**config.mk**
```make
export PLATFORM = sky130hd
export DESIGN_NAME = slp_wake_ctrl
export DESIGN_NICKNAME = d
export VERILOG_FILES = /design/src/rtl/slp_pkg.sv /design/src/rtl/slp_ctrl_reg.sv /design/src/rtl/slp_wake_qual.sv /design/src/rtl/slp_seq.sv /design/src/rtl/slp_clk_decode.sv /design/src/rtl/slp_wake_ctrl.sv
export SDC_FILE = /design/constraint.sdc
export NUM_CORES = 1
export LEC_CHECK = 0
export BUFFER_PORTS_ARGS = -buffer_cell sky130_fd_sc_hd__buf_2
export CORE_MARGIN = 3
export CORE_UTILIZATION = 40
export DETAILED_ROUTE_END_ITERATION = 10
export HOLD_SLACK_MARGIN = 0.15
export PLACE_DENSITY_LB_ADDON = 0.1
export SKIP_LAST_GASP = 1
export SLEW_MARGIN = 20
export SYNTH_ARGS = -nofsm -noshare
export SYNTH_HDL_FRONTEND = slang
export SYNTH_HIERARCHICAL = 1
export SYNTH_SLANG_ARGS = --single-unit
```
**constraint.sdc**
```tcl
create_clock -name clk -period 1.9 [get_ports clk]
set_input_delay 0.57 -clock clk [delete_from_list [all_inputs] [get_ports clk]]
set_output_delay 0.57 -clock clk [all_outputs]
set_load 0.05 [all_outputs]
```
**src/rtl/slp_pkg.sv**
```systemverilog
`timescale 1ns/1ps
package slp_pkg;

  localparam int NUM_SRC = 8;

  // wake source bit positions inside the request vector
  localparam int SRC_EXT0 = 0;
  localparam int SRC_PCHG = 1;
  localparam int SRC_SER  = 2;
  localparam int SRC_DISP = 3;
  localparam int SRC_TMR  = 4;
  localparam int SRC_NVM  = 5;
  localparam int SRC_ADC  = 6;
  localparam int SRC_IO   = 7;

  typedef enum logic [2:0] {
    MODE_IDLE  = 3'b000,
    MODE_ADCNR = 3'b001,
    MODE_PDOWN = 3'b010,
    MODE_PSAVE = 3'b011,
    MODE_STBY  = 3'b110
  } slp_mode_e;

  typedef enum logic [1:0] {
    ST_RUN   = 2'd0,
    ST_SLEEP = 2'd1,
    ST_START = 2'd2,
    ST_HALT  = 2'd3
  } slp_state_e;

  typedef struct packed {
    logic cpu;
    logic flash;
    logic io;
    logic adc;
    logic async_c;
    logic osc_main;
    logic osc_tmr;
  } clk_en_t;

  // map the raw register field to the mode that will really be used
  function automatic slp_mode_e resolve_mode(input logic [2:0] f, input logic xtal);
    slp_mode_e m;
    case (f)
      3'b000:  m = MODE_IDLE;
      3'b001:  m = MODE_ADCNR;
      3'b010:  m = MODE_PDOWN;
      3'b011:  m = MODE_PSAVE;
      3'b110:  m = xtal ? MODE_STBY : MODE_PDOWN;
      default: m = MODE_IDLE;
    endcase
    return m;
  endfunction

  // modes that stop the main oscillator need a start-up count on wake
  function automatic logic needs_startup(input slp_mode_e m);
    return (m == MODE_PDOWN) || (m == MODE_PSAVE);
  endfunction

  function automatic logic [NUM_SRC-1:0] wake_mask(input slp_mode_e m);
    logic [NUM_SRC-1:0] k;
    k = '0;
    k[SRC_EXT0] = 1'b1;
    k[SRC_PCHG] = 1'b1;
    k[SRC_SER]  = 1'b1;
    case (m)
      MODE_IDLE: k = '1;
      MODE_ADCNR: begin
        k[SRC_DISP] = 1'b1;
        k[SRC_TMR]  = 1'b1;
        k[SRC_NVM]  = 1'b1;
        k[SRC_ADC]  = 1'b1;
      end
      MODE_PSAVE: begin
        k[SRC_DISP] = 1'b1;
        k[SRC_TMR]  = 1'b1;
      end
      default: ;
    endcase
    return k;
  endfunction

  function automatic clk_en_t awake_clocks(input logic tmr_async);
    clk_en_t c;
    c = '1;
    c.osc_tmr = tmr_async;
    return c;
  endfunction

  function automatic clk_en_t sleep_clocks(input slp_mode_e m, input logic tmr_async);
    clk_en_t c;
    c = '0;
    case (m)
      MODE_ADCNR: begin
        c.adc      = 1'b1;
        c.async_c  = 1'b1;
        c.osc_main = 1'b1;
        c.osc_tmr  = tmr_async;
      end
      MODE_PDOWN: ;
      MODE_PSAVE: begin
        c.async_c = 1'b1;
        c.osc_tmr = tmr_async;
      end
      MODE_STBY: c.osc_main = 1'b1;
      default: begin
        c.io       = 1'b1;
        c.adc      = 1'b1;
        c.async_c  = 1'b1;
        c.osc_main = 1'b1;
        c.osc_tmr  = tmr_async;
      end
    endcase
    return c;
  endfunction

endpackage

```
**src/rtl/slp_ctrl_reg.sv**
```systemverilog
`timescale 1ns/1ps
module slp_ctrl_reg #(
  parameter int MODE_W = 3
) (
  input  logic              clk,
  input  logic              rst_n,
  input  logic              cfg_we,
  input  logic [MODE_W:0]   cfg_wdata,
  output logic              sleep_en_q,
  output logic [MODE_W-1:0] mode_field_q
);

  always_ff @(posedge clk or negedge rst_n) begin
    if (!rst_n) begin
      sleep_en_q   <= 1'b0;
      mode_field_q <= '0;
    end else if (cfg_we) begin
      sleep_en_q   <= cfg_wdata[0];
      mode_field_q <= cfg_wdata[MODE_W:1];
    end
  end

endmodule

```
**src/rtl/slp_wake_qual.sv**
```systemverilog
`timescale 1ns/1ps
module slp_wake_qual
  import slp_pkg::*;
(
  input  slp_mode_e          mode,
  input  logic [NUM_SRC-1:0] irq,
  input  logic               ext0_level,
  input  logic               async_tmr,
  input  logic               async_disp,
  output logic               wake_hit
);

  logic [NUM_SRC-1:0] mask;
  logic [NUM_SRC-1:0] src_ok;
  logic               async_gate;
  logic               deep;

  assign mask       = wake_mask(mode);
  assign async_gate = (mode == MODE_ADCNR) || (mode == MODE_PSAVE);
  assign deep       = (mode != MODE_IDLE);

  for (genvar i = 0; i < NUM_SRC; i++) begin : g_src
    if (i == SRC_EXT0) begin : g_ext0
      assign src_ok[i] = irq[i] & mask[i] & (~deep | ext0_level);
    end else if (i == SRC_DISP) begin : g_disp
      assign src_ok[i] = irq[i] & mask[i] & (~async_gate | async_disp);
    end else if (i == SRC_TMR) begin : g_tmr
      assign src_ok[i] = irq[i] & mask[i] & (~async_gate | async_tmr);
    end else begin : g_plain
      assign src_ok[i] = irq[i] & mask[i];
    end
  end

  assign wake_hit = |src_ok;

endmodule

```
**src/rtl/slp_seq.sv**
```systemverilog
`timescale 1ns/1ps
module slp_seq
  import slp_pkg::*;
#(
  parameter int CNT_W       = 8,
  parameter int HALT_CYCLES = 4
) (
  input  logic             clk,
  input  logic             rst_n,
  input  logic             sleep_req,
  input  logic             sleep_en,
  input  logic [2:0]       mode_field,
  input  logic             xtal_src,
  input  logic [CNT_W-1:0] startup_cycles,
  input  logic             wake_hit,
  input  logic             sys_rst_req,
  output slp_state_e       st,
  output slp_mode_e        mode_q,
  output logic             resume_irq,
  output logic             resume_reset
);

  localparam logic [CNT_W-1:0] HALT_LOAD = CNT_W'(HALT_CYCLES);
  localparam logic [CNT_W-1:0] ONE       = CNT_W'(1);

  logic [CNT_W-1:0] cnt;
  logic             go_startup;

  assign go_startup = needs_startup(mode_q) && (startup_cycles != '0);

  always_ff @(posedge clk or negedge rst_n) begin
    if (!rst_n) begin
      st           <= ST_RUN;
      mode_q       <= MODE_IDLE;
      cnt          <= '0;
      resume_irq   <= 1'b0;
      resume_reset <= 1'b0;
    end else begin
      resume_irq   <= 1'b0;
      resume_reset <= 1'b0;
      unique case (st)
        ST_RUN: begin
          if (sleep_req && sleep_en) begin
            st     <= ST_SLEEP;
            mode_q <= resolve_mode(mode_field, xtal_src);
          end
        end
        ST_SLEEP: begin
          if (sys_rst_req) begin
            st           <= ST_RUN;
            resume_reset <= 1'b1;
          end else if (wake_hit) begin
            if (go_startup) begin
              st  <= ST_START;
              cnt <= startup_cycles;
            end else begin
              st  <= ST_HALT;
              cnt <= HALT_LOAD;
            end
          end
        end
        ST_START: begin
          if (sys_rst_req) begin
            st           <= ST_RUN;
            resume_reset <= 1'b1;
          end else if (cnt == ONE) begin
            st  <= ST_HALT;
            cnt <= HALT_LOAD;
          end else begin
            cnt <= cnt - ONE;
          end
        end
        ST_HALT: begin
          if (sys_rst_req) begin
            st           <= ST_RUN;
            resume_reset <= 1'b1;
          end else if (cnt == ONE) begin
            st         <= ST_RUN;
            resume_irq <= 1'b1;
          end else begin
            cnt <= cnt - ONE;
          end
        end
      endcase
    end
  end

endmodule

```
**src/rtl/slp_clk_decode.sv**
```systemverilog
`timescale 1ns/1ps
module slp_clk_decode
  import slp_pkg::*;
(
  input  slp_state_e st,
  input  slp_mode_e  mode,
  input  logic       async_tmr,
  output clk_en_t    en
);

  always_comb begin
    unique case (st)
      ST_SLEEP: en = sleep_clocks(mode, async_tmr);
      ST_START: begin
        en          = sleep_clocks(mode, async_tmr);
        en.osc_main = 1'b1;
      end
      default:  en = awake_clocks(async_tmr);
    endcase
  end

endmodule

```
**src/rtl/slp_wake_ctrl.sv**
```systemverilog
`timescale 1ns/1ps
module slp_wake_ctrl
  import slp_pkg::*;
#(
  parameter int SU_W        = 8,
  parameter int HALT_CYCLES = 4
) (
  input  logic            clk,
  input  logic            rst_n,
  input  logic            cfg_we,
  input  logic [3:0]      cfg_wdata,
  input  logic            sleep_req,
  input  logic            xtal_src,
  input  logic            async_tmr,
  input  logic            async_disp,
  input  logic [SU_W-1:0] startup_cycles,
  input  logic            ext0_level,
  input  logic            irq_ext0,
  input  logic            irq_pinchg,
  input  logic            irq_ser_start,
  input  logic            irq_disp,
  input  logic            irq_tmr2,
  input  logic            irq_nvm_rdy,
  input  logic            irq_adc,
  input  logic            irq_io,
  input  logic            sys_rst_req,
  output logic            clken_cpu,
  output logic            clken_flash,
  output logic            clken_io,
  output logic            clken_adc,
  output logic            clken_async,
  output logic            osc_main_en,
  output logic            osc_tmr_en,
  output logic            sleeping,
  output logic            core_halt,
  output logic            resume_irq,
  output logic            resume_reset
);

  localparam int HALT_W = $clog2(HALT_CYCLES + 1);
  localparam int CNT_W  = (SU_W > HALT_W) ? SU_W : HALT_W;

  logic               sleep_en_q;
  logic [2:0]         mode_field_q;
  slp_mode_e          mode_q;
  slp_state_e         st;
  logic               wake_hit;
  logic [NUM_SRC-1:0] irq_vec;
  clk_en_t            en;

  assign irq_vec = {irq_io, irq_adc, irq_nvm_rdy, irq_tmr2,
                    irq_disp, irq_ser_start, irq_pinchg, irq_ext0};

  slp_ctrl_reg #(.MODE_W(3)) u_reg (
    .clk          (clk),
    .rst_n        (rst_n),
    .cfg_we       (cfg_we),
    .cfg_wdata    (cfg_wdata),
    .sleep_en_q   (sleep_en_q),
    .mode_field_q (mode_field_q)
  );

  slp_wake_qual u_qual (
    .mode       (mode_q),
    .irq        (irq_vec),
    .ext0_level (ext0_level),
    .async_tmr  (async_tmr),
    .async_disp (async_disp),
    .wake_hit   (wake_hit)
  );

  slp_seq #(.CNT_W(CNT_W), .HALT_CYCLES(HALT_CYCLES)) u_seq (
    .clk            (clk),
    .rst_n          (rst_n),
    .sleep_req      (sleep_req),
    .sleep_en       (sleep_en_q),
    .mode_field     (mode_field_q),
    .xtal_src       (xtal_src),
    .startup_cycles (CNT_W'(startup_cycles)),
    .wake_hit       (wake_hit),
    .sys_rst_req    (sys_rst_req),
    .st             (st),
    .mode_q         (mode_q),
    .resume_irq     (resume_irq),
    .resume_reset   (resume_reset)
  );

  slp_clk_decode u_dec (
    .st        (st),
    .mode      (mode_q),
    .async_tmr (async_tmr),
    .en        (en)
  );

  assign clken_cpu   = en.cpu;
  assign clken_flash = en.flash;
  assign clken_io    = en.io;
  assign clken_adc   = en.adc;
  assign clken_async = en.async_c;
  assign osc_main_en = en.osc_main;
  assign osc_tmr_en  = en.osc_tmr;
  assign sleeping    = (st == ST_SLEEP);
  assign core_halt   = (st != ST_RUN);

endmodule

```
==> results of run 1 <==
layer usage:
metal / wire length, um / part of all wire, %
met1: 1430 / 45
met2: 1630 / 51
met3: 127 / 4.0
met4: 12 / 0.37
met5: 0 / 0
through the flow:
stage	total power (uW)	instances
floorplan	1750	132
global placement	2170	220
detailed placement	2210	220
CTS	2660	226
global route	2970	228
finish	2770	228
layout make-up:
type                       instances  area (um2)
clock buffer                       3        22.5
fill                             242         985
inverter                           9        33.8
tap                               31        38.8
sequential                        19         478
clock inverter                     1        5.00
multi-input combinational        100         802
timing repair buffer              65         488
sequential cells by signal, summed over array words and instances (netlist names):
signal              flops
u_seq/mode_q            3
u_reg/sleep_en_q        1
u_seq/st                2
u_seq/resume_irq        1
u_seq/cnt               8
u_reg/mode_field_q      3
u_seq/resume_reset      1
cell families after synthesis:
logic type	count (synthesis)	share of synthesized area, %
compound gates	41	24.5
fa+ha+maj	4	4.06
buf+inv	13	5.07
flops	19	38.5
mux	4	3.65
simple gates	51	24.1
cell usage after synthesis, types with 2 or more instances:
cell,number,area [um2]
nor2_1,6,22.5
nor3b_1,3,22.5
or4_1,3,22.5
nand3_1,3,15.0
or2_1,3,18.8
o21ai_2,2,17.5
mux2_2,4,45.0
o211ai_1,2,15.0
a22oi_1,2,15.0
a2bb2oi_1,2,17.5
a21oi_1,5,25.0
nand2b_1,4,25.0
nand2_1,13,48.8
buf_2,2,10.0
o311ai_0,2,17.5
a22o_1,5,43.8
nor3_1,3,15.0
inv_1,9,33.8
nand4b_1,2,17.5
dfrtp_1,19,475
nor2b_1,2,12.5
o21ai_0,10,50.1
ha_1,4,50.1
worst max-delay path: cells and delay by family, from the launching register on:
| kind | cells | cell delay [ns] |
|---|---|---|
| adder cells (fa/ha/maj) | 1 | 0.17 |
| AND/OR/NAND/NOR | 2 | 0.35 |
| AO/OA/AOI/OAI | 1 | 0.05 |
| flip-flops | 1 | 0.43 |
| buffers and inverters | 2 | 0.20 |
where the power goes:
part / internal (uW) / switching (uW)
logic: 911 / 978
registers: 531 / 138
clock network: 78.4 / 133
total: 1520 / 1250
how the worst min path moves through the flow:
stage,from,endpoint,slack (ns),cells after the start
finish,rst_n,u_seq/cnt[7],0.18,1
global route,rst_n,u_seq/resume_irq,0.19,1
CTS,rst_n,u_seq/cnt[6],0.20,1
detailed placement,u_reg/sleep_en_q,u_reg/sleep_en_q,0.51,1
global placement,u_reg/sleep_en_q,u_reg/sleep_en_q,0.49,1
floorplan,rst_n,u_reg/mode_field_q[0],0.27,0
timing repair:
| action | in CTS | in global routing |
|---|---|---|
| gates resized for setup | 32 | 18 |
| pin swaps | 3 | 10 |
| buffers inserted | 2 | 2 |
| cloned | 0 | 1 |
| setup endpoints to repair | 9 | 17 |
| hold endpoints to repair | 0 | 0 |
==> impl_metrics.toml, run 1 <==
[run_status]
outcome = "finished with violations"
violations = "setup timing"

[sta]
fin_hold_ws_ns = 0.182
worst_slack_ns = -0.169
fin_skew_ns = 0.00624
worstMarginPinSlew_ns = 0.420
slew_viol_final = 0
period_needed_ns = 2.07
fmax_mhz = 483
finalHoldViolations = 0
fin_setup_tns_ns = -1.36
finalCritPeriodShare_pct = 109
grt_setup_unrepaired = "true"
setup_violations = 15
slew_headroom_pct = 72.0

[floorplan]
floorplan.initialDensity_pct = 43.2
die_h_um = 61.5
num_io_pins = 40
die_x_um = 61.5
rows = 19
core_area_um2 = 2850
dieArea_um2 = 3790

[cts]
clock_path_buffers = 2
clkLatencyLatePin_ns = 0.30
cts-root-buf = "clkbuf_4"
cts_buffers = 3
htree_levels = 1
cts_hold_buf = 0
clk_pin_slew_worst_paths_ns = 0.12
cts_tree = "done"
cts_sinks = 19

[global_route]
use_met1_pct = 23.9
gr-total-overflow = 0
grt_usage_pct = 18.8
grt_max_degree = 20
antenna_found_initial = 0
globalRouteMet2Util_pct = 32.9
grt_pass1_wl_um = 5350
gr-usage-met3_pct = 3.56
grt_pass1_vias = 1226
busiest_layer = "met2"

[setup_path]
endpoint_kind = "output port"
cp_data_arrival_time_ns = 1.50
endpoint = "clken_adc"
rr_startpoint = "u_seq/st[0]"
cp_slowest_cell = "dfrtp_2"
cp-start-kind = "flip-flop"
critical_path.max_fanout = 3
r2r_end = "u_seq/cnt[3]"
required_ns = 1.33
ff2ff_path_depth = 7
reg2reg_setup_slack_ns = -0.12
critPathMaxStageDelay_ns = 0.43
crit_path_start = "u_seq/st[1]"
worstSetupPathType = "reg -> out"
crit_chain = "inv_2 > ha_4 > nor2_4 > a21oi_1 > or2_4 > buf_6"

[detailed_routing]
viasPerCell = 5.43
dr.pass1.iters = 4
first_iter_violations = 56
ant_nets = 0
routed_wl_um = 3200
vias = 1238
wl_per_cell_um = 14.0
drc_errors = 0

[layout]
final_common_cell = "buf_2"
area_delta_synth_final_pct = 51.4
final_area_um2 = 1870
final_cell_mix = "buf_2 (30), buf_4 (19), dfrtp_1 (17), buf_6 (12), nand2_1 (12)"
final_util_pct = 65.5
num-nets-final = 231
drive_above_1_share_pct = 52.3
antennaDiodeCount = 0

[place]
gp_congestion = 0.874
io_buffers = 39
post_dp_cell_area_um2 = 1650
hpwl_um = 2480
pre_cts_slack_ns = -0.148

[power_and_ir_drop]
ir_drop_v = 0.000619
powerDensity_nw_per_um2 = 1480
power_leakage_uw = 0.000852

[min_path]
min_path_type = "in -> async"

[synthesis]
synth.avg_cell_area_um2 = 9.35
syn-num-nets = 165
ys_ff_latch = 19
yosysWarnings = 6
ys_seq_area_share_pct = 38.5
synth_cell_types = 45
synth_ff_type = "dfrtp_1"
netlist_area_um2 = 1230
synthCells = 132
async_flop_share_pct = 100
synth_edf_count = 0

[job]
maxCapViolCount = 0
(Power assumes the default switching activity.)
==> run 2, diff against run 1 <==
- PLACE_DENSITY: unset -> 0.64
- PLACE_DENSITY_LB_ADDON: 0.1 -> unset
==> impl_metrics.toml, run 2 (same netlist as run 1, synthesis figures left out) <==
[sta]
worstMarginPinSlew_ns = 0.458
fin_skew_ns = 0.00834
slew_headroom_pct = 69.5
fmax_mhz = 481
finalHoldViolations = 0
slew_viol_final = 0
setup_violations = 12
fin_setup_tns_ns = -1.32
grt_setup_unrepaired = "true"
finalCritPeriodShare_pct = 109
worst_slack_ns = -0.179
period_needed_ns = 2.08

[setup_path]
reg2reg_setup_slack_ns = -0.11
ff2ff_path_depth = 7
cp_slowest_cell = "dfrtp_2"
required_ns = 1.33
endpoint_kind = "output port"
critical_path.max_fanout = 3
cp_data_arrival_time_ns = 1.51
critPathMaxStageDelay_ns = 0.47
worstSetupPathType = "reg -> out"
cp-start-kind = "flip-flop"
r2r_end = "u_seq/cnt[3]"
crit_chain = "ha_4 > nor2_4 > a21oi_2 > or2_4 > buf_8"
rr_startpoint = "u_seq/st[0]"

[floorplan]
num_io_pins = 40
floorplan.initialDensity_pct = 43.2
dieArea_um2 = 3790
core_area_um2 = 2850
rows = 19
die_h_um = 61.5
die_x_um = 61.5

[layout]
final_common_cell = "buf_2"
area_delta_synth_final_pct = 52.9
fillers = 229
num-nets-final = 235
drive_above_1_share_pct = 52.2
reg_top3 = "u_seq/cnt x8, u_reg/mode_field_q x3, u_seq/mode_q x3"
largest_register = "u_seq/cnt"
multiInputGateArea_um2 = 797
largest_reg_flops = 8
regArea_um2 = 478
final_cell_mix = "buf_2 (31), buf_4 (23), dfrtp_1 (17), nand2_1 (13), buf_6 (11)"
antennaDiodeCount = 0

[place]
hpwl_um = 2420
gp_congestion = 0.879
io_buffers = 39

[detailed_routing]
dr.pass1.iters = 4
viasPerCell = 5.57
ant_nets = 0
vias = 1293
first_iter_violations = 43
routed_wl_um = 3340
drc_errors = 0
wl_per_cell_um = 14.4

[cts]
cts_buffers = 3
clk_pin_slew_worst_paths_ns = 0.12
clkLatencyLatePin_ns = 0.30
cts_tree = "done"
cts_sinks = 19
cts-root-buf = "clkbuf_4"
htree_levels = 1
clock_path_buffers = 2

[run_status]
violations = "setup timing"
outcome = "finished with violations"

[global_route]
gr-total-overflow = 0
grt_usage_pct = 18.0
grt_pass1_wl_um = 5080
grt_max_degree = 20
antenna_found_initial = 0
grt_pass1_vias = 1178

[power_and_ir_drop]
powerDensity_nw_per_um2 = 1480
power_leakage_uw = 0.000867
ir_drop_v = 0.000788
finalPower_uw = 2800

[min_path]
min_path_type = "in -> async"

[job]
maxCapViolCount = 0
run 2: routing by layer:
metal  wire, um  vias up  GRT usage [%]  part of all wire, %
met5          0        -              0                    0
met4         17        0           4.85                 0.51
met3        140        2           3.77                  4.2
met2       1690       32           30.6                   51
met1       1490      626           23.1                   45
li1           -      633              -                    -
run 2: through the flow:
step           instances  setup WS (ns)  utilization [%]  hold slack [ns]  area [um2]
6_report             232         -0.179             66.1            0.203        1890
5_1_grt              232         -0.236             66.1            0.211        1890
4_1_cts              225         -0.195             61.8            0.209        1760
3_5_place_dp         220         -0.152             58.0            0.503        1650
3_3_place_gp         220         -0.133             58.0            0.491        1650
2_1_floorplan        132         0.0361                -            0.274        1290
run 2: critical path, delay by kind of cell, from the launching register on:
family          cells  cell delay, ns
simple gates        2            0.35
buf+inv             1            0.15
fa+ha+maj           1            0.19
flops               1            0.47
compound gates      1            0.05
run 2: power breakdown:
| group | switching [uW] | leakage, uW | internal [uW] |
|---|---|---|---|
| logic | 980 | 0.000613 | 928 |
| clock network | 130 | 0.0000177 | 78.2 |
| registers | 149 | 0.000237 | 531 |
| total | 1260 | 0.000867 | 1540 |
run 2: worst max path at each step:
| stage | startpoint | end | slack [ns] | cells past startpoint |
|---|---|---|---|---|
| after global placement | irq_disp | u_seq/cnt[4] | -0.13 | 9 |
| after global routing | u_seq/st[1] | clken_async | -0.24 | 5 |
| after detailed placement | irq_disp | u_seq/cnt[4] | -0.15 | 9 |
| final | u_seq/st[1] | clken_async | -0.18 | 5 |
| after floorplan | irq_disp | u_seq/cnt[3] | 0.04 | 7 |
| after CTS | u_seq/st[1] | clken_async | -0.20 | 6 |
run 2: final cells by class:
| type | instances | share of cell area [%] |
|---|---|---|
| multi-input cells | 100 | 42.2 |
| repair buffers | 69 | 27.1 |
| flip-flops and latches | 19 | 25.3 |
| well taps | 31 | 2.06 |
| clock buffers | 3 | 1.19 |
| inverters | 9 | 1.79 |
| clock inverters | 1 | 0.265 |
run 2: what timing repair did:
action,CTS,global route
pin swaps,3,15
hold buffers,0,0
resized for setup,23,24
gates cloned,0,2
endpoints found under the setup margin,8,17
setup buffers,1,5
hold endpoints to repair,0,0
==> run 3, diff against run 2 <==
- CORE_UTILIZATION: 40 -> 45
- PLACE_DENSITY: 0.64 -> 0.71
- SETUP_SLACK_MARGIN: unset -> 0.15
- SLEW_MARGIN: 20 -> unset
==> impl_metrics.toml, run 3 (same netlist as run 1, synthesis figures left out) <==
[sta]
fmax_mhz = 480
grt_setup_unrepaired = "true"
period_needed_ns = 2.08
slew_headroom_pct = 72.4
fin_hold_ws_ns = 0.187
worst_slack_ns = -0.185
fin_skew_ns = 0.00918
setup_violations = 10
fin_setup_tns_ns = -0.969
finalCritPeriodShare_pct = 110
finalHoldViolations = 0
worstMarginPinSlew_ns = 0.414
slew_viol_final = 0

[power_and_ir_drop]
powerDensity_nw_per_um2 = 1480
ir_drop_v = 0.00138
power_leakage_uw = 0.000858

[setup_path]
endpoint_kind = "output port"
cp_num_cells = 6
cp_slowest_cell = "dfrtp_2"
critical_path.max_fanout = 3
reg2reg_setup_slack_ns = -0.06
path_buf_inv = 2
rr_startpoint = "u_seq/mode_q[0]"
cp_data_arrival_time_ns = 1.51
worstSetupPathType = "reg -> out"
critPathTopFamily = "flip-flops"
crit_chain = "inv_2 > ha_4 > nor2_4 > a21oi_2 > or2_4 > buf_6"
ff2ff_path_depth = 9
r2r_end = "u_seq/cnt[2]"
required_ns = 1.33
critPathMaxStageDelay_ns = 0.43
cp-start-kind = "flip-flop"

[cts]
clkLatencyLatePin_ns = 0.29
clock_path_buffers = 2
cts_tree = "done"
cts_buffers = 3
cts-root-buf = "clkbuf_4"
htree_levels = 1
clk_pin_slew_worst_paths_ns = 0.12
cts_sinks = 19

[global_route]
grt_pass1_vias = 1199
grt_max_degree = 20
gr-total-overflow = 0
grt_pass1_wl_um = 5220
grt_usage_pct = 19.5
antenna_found_initial = 0

[layout]
fillers = 193
reg_top3 = "u_seq/cnt x8, u_reg/mode_field_q x3, u_seq/mode_q x3"
instances_no_fill = 226
largest_register = "u_seq/cnt"
final_cell_mix = "buf_2 (30), buf_4 (20), dfrtp_1 (16), nand2_1 (12), buf_6 (8)"
largest_reg_flops = 8
final_common_cell = "buf_2"
final_util_pct = 75.6
antennaDiodeCount = 0
num-nets-final = 230
area_delta_synth_final_pct = 56.0
drive_above_1_share_pct = 55.1

[place]
hpwl_um = 2340
pre_cts_slack_ns = -0.185
gp_congestion = 0.847
io_buffers = 39
dp.cells = 216

[detailed_routing]
viasPerCell = 5.55
routed_wl_um = 3330
drc_errors = 0
ant_nets = 0
first_iter_violations = 29
vias = 1254
wl_per_cell_um = 14.7
dr.pass1.iters = 4

[floorplan]
dieArea_um2 = 3410
floorplan.initialDensity_pct = 48.5
rows = 18
die_h_um = 58.4
core_area_um2 = 2540
num_io_pins = 40
die_x_um = 58.4

[job]
maxCapViolCount = 0

[run_status]
outcome = "finished with violations"
violations = "setup timing"

[min_path]
min_path_type = "in -> async"
[run 3: cell count changes in the layout (fill, tap and decap cells not counted), moves of 2 or more]
cell,change
nor2_1,-2
o311ai_0,-2
a2bb2oi_1,+2
buf_6,-3
o21ai_2,+3
a2bb2oi_2,-2
buf_4,-3
nor2_4,+2
buf_12,+2
o311ai_1,+2
[run 3: worst max path at each step]
stage | from | to | slack (ns)
floorplan | irq_disp | u_seq/cnt[0] | 0.04
global placement | irq_disp | u_seq/cnt[6] | -0.14
detailed placement | irq_disp | u_seq/cnt[5] | -0.19
CTS | u_seq/st[0] | clken_async | -0.19
global route | u_seq/st[0] | clken_async | -0.23
finish | u_seq/st[0] | clken_async | -0.18
[run 3: timing repair]
action / 4_1_cts / 5_1_grt
setup endpoints to repair: 17 / 19
pin swaps: 7 / 3
cloned: 1 / 0
setup buffers: 4 / 1
hold buffers: 0 / 0
resized for setup: 34 / 15
[run 3: layer usage]
metal | wire length (um) | GRT usage [%] | vias to the layer above
met4 | 26 | 3.64 | 0
met3 | 189 | 2.41 | 4
met2 | 1760 | 36.4 | 43
met1 | 1350 | 24.0 | 590
met5 | 0 | 0 | -
li1 | - | - | 617
[run 3: worst reg2reg max path: stages (launching register included)]
cell       delay, ns
dfrtp_1         0.43
o21bai_1        0.16
a221o_1         0.33
o2111ai_4       0.09
a21oi_2         0.10
a311oi_4        0.28
buf_4           0.20
buf_16          0.11
o21ai_2         0.04
a22oi_1         0.15
[run 3: per-stage QoR]
stage	total power, uW	area (um2)
after floorplan	1770	1300
after global placement	2210	1670
after detailed placement	2250	1670
after CTS	2750	1870
after global routing	3030	1920
final	2860	1920
[run 3: area by class of cell]
class / instances / area (um2) / share of cell area, %
Multi-Input combinational cell: 100 / 841 / 43.7
Timing Repair Buffer: 64 / 503 / 26.1
Sequential cell: 19 / 479 / 24.9
Tap cell: 30 / 37.5 / 1.95
Inverter: 9 / 33.8 / 1.76
Clock buffer: 3 / 22.5 / 1.17
Clock inverter: 1 / 7.51 / 0.390
[run 3: report_power, final]
part | switching (uW) | total, uW | leakage (uW) | internal [uW]
clock | 132 | 212 | 0.0000139 | 79.8
sequential | 121 | 654 | 0.000236 | 533
combinational | 1050 | 1990 | 0.000609 | 942
total | 1300 | 2860 | 0.000858 | 1560
